$ cat config.mk
export PLATFORM = sky130hd
export DESIGN_NAME = load_clk_divider
export DESIGN_NICKNAME = d
export VERILOG_FILES = /design/src/rtl/load_clk_divider.sv
export SDC_FILE = /design/constraint.sdc
export NUM_CORES = 1
export LEC_CHECK = 0
export BUFFER_PORTS_ARGS = -buffer_cell sky130_fd_sc_hd__buf_2
export CAP_MARGIN = 40
export CORE_MARGIN = 2
export CORE_UTILIZATION = 30
export CTS_CLUSTER_SIZE = 30
export DETAILED_ROUTE_END_ITERATION = 8
export GPL_ROUTABILITY_DRIVEN = 0
export GPL_TIMING_DRIVEN = 0
export PLACE_DENSITY = 0.54
export SLEW_MARGIN = 20
export SYNTH_ARGS = -nofsm -noshare
export SYNTH_HDL_FRONTEND = slang
export SYNTH_SLANG_ARGS = --single-unit
$ cat constraint.sdc
create_clock -name clk -period 3.3 [get_ports clk]
set_input_delay 0.33 -clock clk [delete_from_list [all_inputs] [get_ports clk]]
set_output_delay 0.33 -clock clk [all_outputs]
set_load 0.02 [all_outputs]
$ cat src/rtl/load_clk_divider.sv
module load_clk_divider (
  input  logic       clk,
  input  logic       rst,
  input  logic [2:0] mod_sel,
  input  logic       out_en,
  output logic       load_clk
);

  function automatic logic [3:0] ratio_of(input logic [2:0] code);
    case (code)
      3'd0:    ratio_of = 4'd3;
      3'd1:    ratio_of = 4'd4;
      3'd2:    ratio_of = 4'd5;
      3'd3:    ratio_of = 4'd6;
      3'd4:    ratio_of = 4'd8;
      3'd5:    ratio_of = 4'd10;
      default: ratio_of = 4'd4;
    endcase
  endfunction

  logic [2:0] code_q;
  logic       en_q;
  logic       fresh_q;
  logic [3:0] cnt_q;
  logic       hi_q;
  logic       neg_q;

  logic [3:0] n_cur;
  logic [3:0] n_nx;
  logic [3:0] cnt_nx;
  logic       en_nx;
  logic       boundary;

  assign n_cur    = ratio_of(code_q);
  assign boundary = fresh_q || (cnt_q == n_cur - 4'd1);
  assign n_nx     = boundary ? ratio_of(mod_sel) : n_cur;
  assign cnt_nx   = boundary ? 4'd0 : cnt_q + 4'd1;
  assign en_nx    = boundary ? out_en : en_q;

  always_ff @(posedge clk) begin
    if (rst) begin
      code_q  <= 3'd0;
      en_q    <= 1'b0;
      fresh_q <= 1'b1;
      cnt_q   <= 4'd0;
      hi_q    <= 1'b0;
    end else begin
      if (boundary) code_q <= mod_sel;
      en_q    <= en_nx;
      fresh_q <= 1'b0;
      cnt_q   <= cnt_nx;
      hi_q    <= en_nx && (cnt_nx < (n_nx >> 1));
    end
  end

  always_ff @(negedge clk) begin
    if (rst) neg_q <= 1'b0;
    else     neg_q <= hi_q & n_cur[0];
  end

  assign load_clk = hi_q | neg_q;


  rst_clears_chk: assert property (@(posedge clk) rst |=> (cnt_q == 4'd0 && !hi_q));


  cnt_range_chk: assert property (@(posedge clk) disable iff (rst) cnt_q < n_cur);


  hold_between_chk: assert property (@(posedge clk) disable iff (rst)
    !boundary |=> ($stable(code_q) && $stable(en_q)));


  start_high_chk: assert property (@(posedge clk) disable iff (rst)
    (boundary && out_en) |=> load_clk);


  off_low_chk: assert property (@(posedge clk) disable iff (rst) !en_q |-> !hi_q);


  neg_follows_chk: assert property (@(posedge clk) disable iff (rst) neg_q |-> hi_q);

endmodule

==> key figures <==
Global routing
  – Met3 Usage GRT: 0.909%
  – Vias in the first global route: 479
  – Global route hottest layer: met2
  – Met2 GRT Util: 16.4%
  – GRT overflow: 0
  – Largest net degree at the start of global routing: 11
  – Initial antenna violation count: 0
  – M1 GR Usage: 13.3%
  – First-pass GRT wire length: 2020 microns
  – GRT Total Usage: 10.8%

Timing
  – Slew HR: 81.7%
  – Fin. Hold Viols: 0
  – Slew Viols, Final: 0
  – TNS Setup: 0 ns
  – Final period util: 93.4%
  – Peak Freq: 324 MHz
  – Final Skew: 0.0555 ns
  – Slew @ Worst Pin: 0.273 ns
  – RSZ-0062 raised after global routing: false
  – Final setup fails: 0
  – Tmin final: 3.08 ns

Routing
  – DRC Markers: 0
  – Drt initial violations: 12
  – DR vias: 490
  – WL final: 1110 microns
  – Post-route ant nets: 0
  – Vias per inst: 4.71
  – Pre-Repair DR Iteration Count: 4
  – Wire length per cell: 10.7 microns

Synth
  – Synth Flop Type: dfxtp_1
  – Cell area after synthesis: 634 sq um
  – Register area share after synthesis: 34.7%
  – Async SR Flop Fraction: 0%
  – Count of flip-flops with a built-in enable after synthesis: 0
  – Synth top area share: 34.7%
  – Distinct cells, synth: 28
  – Most common cell in the netlist: dfxtp_1
  – Largest cells by area after synthesis: dfxtp_1 35%, ha_1 7.9%, mux2i_1 7.9%, nor2_1 5.9%, xnor2_1 4.1%
  – Yosys warns: 0
  – Dominant cell type by area after synthesis: dfxtp_1
  – Syn Nets: 77
  – Top post-synthesis cells by count: 11 x dfxtp_1, 10 x nor2_1, 5 x mux2i_1
  – Syn Inst Count: 67
  – Synthesized flop and latch total: 11
  – Average size of a mapped cell: 9.47 sq um

Placement
  – Placed Area: 698 sq um
  – Hpwl dp: 857 microns
  – Port Buffers: 6

Worst setup path
  – WS Path Type: register to register
  – R2R Setup Slk: 0.22 ns
  – Crit path required time: 3.49 ns
  – CP Launch Type: register
  – Crit-path max FO: 10
  – Worst Setup EP: hi_q$_SDFF_PP0_
  – Element type at the critical path end: register
  – Critical Path AT: 3.28 ns
  – Critical Path Start: code_q[2]$_SDFFE_PP0N_
  – Reg2reg path depth: 14
  – RR Startpoint: code_q[2]$_SDFFE_PP0N_
  – Reg-to-Reg End: hi_q$_SDFF_PP0_

Floorplanning
  – Die height: 50.0 microns
  – Row count: 16
  – Core ar.: 0.00198 sq mm
  – Starting Density: 32.0%
  – Die X: 50.0 microns
  – Die ar.: 0.00250 sq mm
  – Io pins: 7

Clocking
  – CTS root buffer: clkbuf_4
  – Clock Latency Late Sink: 0.33 ns
  – CTS tree: done
  – Reg clk slew, reported paths: 0.08 ns
  – Clock Path Buffers: 2
  – Htree depth: 1
  – CTS buffer count: 3
  – CTS sink count: 11

Power and ir drop
  – Worst vdd ir: 211 uV
  – P per Cell Area: 514 mW/mm^2
  – P_leak: 0.316 nW

Run status
  – Status: finished clean

Min path
  – Hold Path Class: input port to register
  – Hold Path Depth: 1

Final layout
  – Share of layout cells above drive strength 1: 23.4%
  – ANT cells: 0
  – Finished Cell Area: 747 sq um
  – Area Growth Syn to Fin: 17.8%
  – Post-layout nets: 88

Job
  – Maxcap violations: 0
cells in the final DEF (no fill, tap or decap), drive strengths merged, types with 3 or more instances in the layout:
cell type   n
buf         7
clkbuf      4
dfxtp      11
ha          4
inv         3
mux2i       5
nor2       10
nor2b       4
xnor2       3
worst max-delay path: stages, from the launching register on:
cell      delay, ns
dfxtp_2        0.37
and2b_1        0.21
nor3_1         0.17
a21oi_1        0.08
ha_1           0.24
xnor2_2        0.16
o211ai_1       0.15
o31ai_4        0.13
a31oi_4        0.26
buf_4          0.23
nor3b_2        0.06
a31oi_1        0.15
ha_1           0.27
a211o_1        0.27
a311oi_2       0.24
power by group:
group	switching (mW)	total [mW]	internal (mW)	leakage, nW
logic	0.0665	0.128	0.0616	0.205
clock network	0.0522	0.101	0.0484	0.0203
registers	0.0107	0.155	0.145	0.0907
total	0.129	0.384	0.255	0.316
final cells by class:
cell class	instances	area, sq um
plain buffers	1	7.51
clock buffers	4	26.3
clock inverters	1	3.75
fillers	211	1230
inverters	2	7.51
multi-input cells	52	417
flip-flops and latches	11	221
well taps	27	33.8
repair buffers	6	30.0
worst min path at each step:
stage / startpoint / end / slack (ns)
after floorplan: rst / fresh_q$_DFF_P_ / 0.36
after global placement: en_q$_SDFF_PP0_ / en_q$_SDFF_PP0_ / 0.47
after detailed placement: en_q$_SDFF_PP0_ / en_q$_SDFF_PP0_ / 0.48
after CTS: rst / fresh_q$_DFF_P_ / 0.27
after global routing: rst / fresh_q$_DFF_P_ / 0.27
final: rst / fresh_q$_DFF_P_ / 0.28
logic make-up (layout without fill, tap and decap cells):
kind of cell	after synthesis	after routing	synth area share, %
flip-flops	11	11	34.7
multiplexers	6	6	10.3
AND/OR/NAND/NOR	28	28	23.3
buffers and inverters	4	14	2.96
XOR/XNOR	5	5	6.90
AO/OA/AOI/OAI	9	9	14.0
adder cells (fa/ha/maj)	4	4	7.89
per-stage QoR:
stage	power, mW	worst slack, ns	util (%)	hold WS [ns]	instances
detailed placement	0.285	0.191	35.2	0.484	100
finish	0.384	0.217	37.7	0.278	104
floorplan	0.260	0.464	-	0.358	67
global route	0.412	0.0108	37.7	0.267	104
CTS	0.381	0.147	36.6	0.272	104
global placement	0.283	0.186	35.2	0.473	100
state kept, by name, indices dropped and copies added, names as in the netlist:
signal and flops:
fresh_q 1, en_q 1, cnt_q 4, neg_q 1, hi_q 1, code_q 3
routing by layer:
metal  wire (microns)  vias to the layer above
met2              484                        7
met5                0                        -
met3               19                        4
li1                 -                      252
met4               36                        0
met1              571                      227
repair_timing:
| item | in CTS | in global routing |
|---|---|---|
| buffers inserted | 0 | 0 |
| endpoints found under the hold margin | 0 | 0 |
| resized for setup | 0 | 4 |
| setup endpoints to repair | 0 | 1 |
| hold buffers | 0 | 0 |
Power figures use the tool's default switching activity.
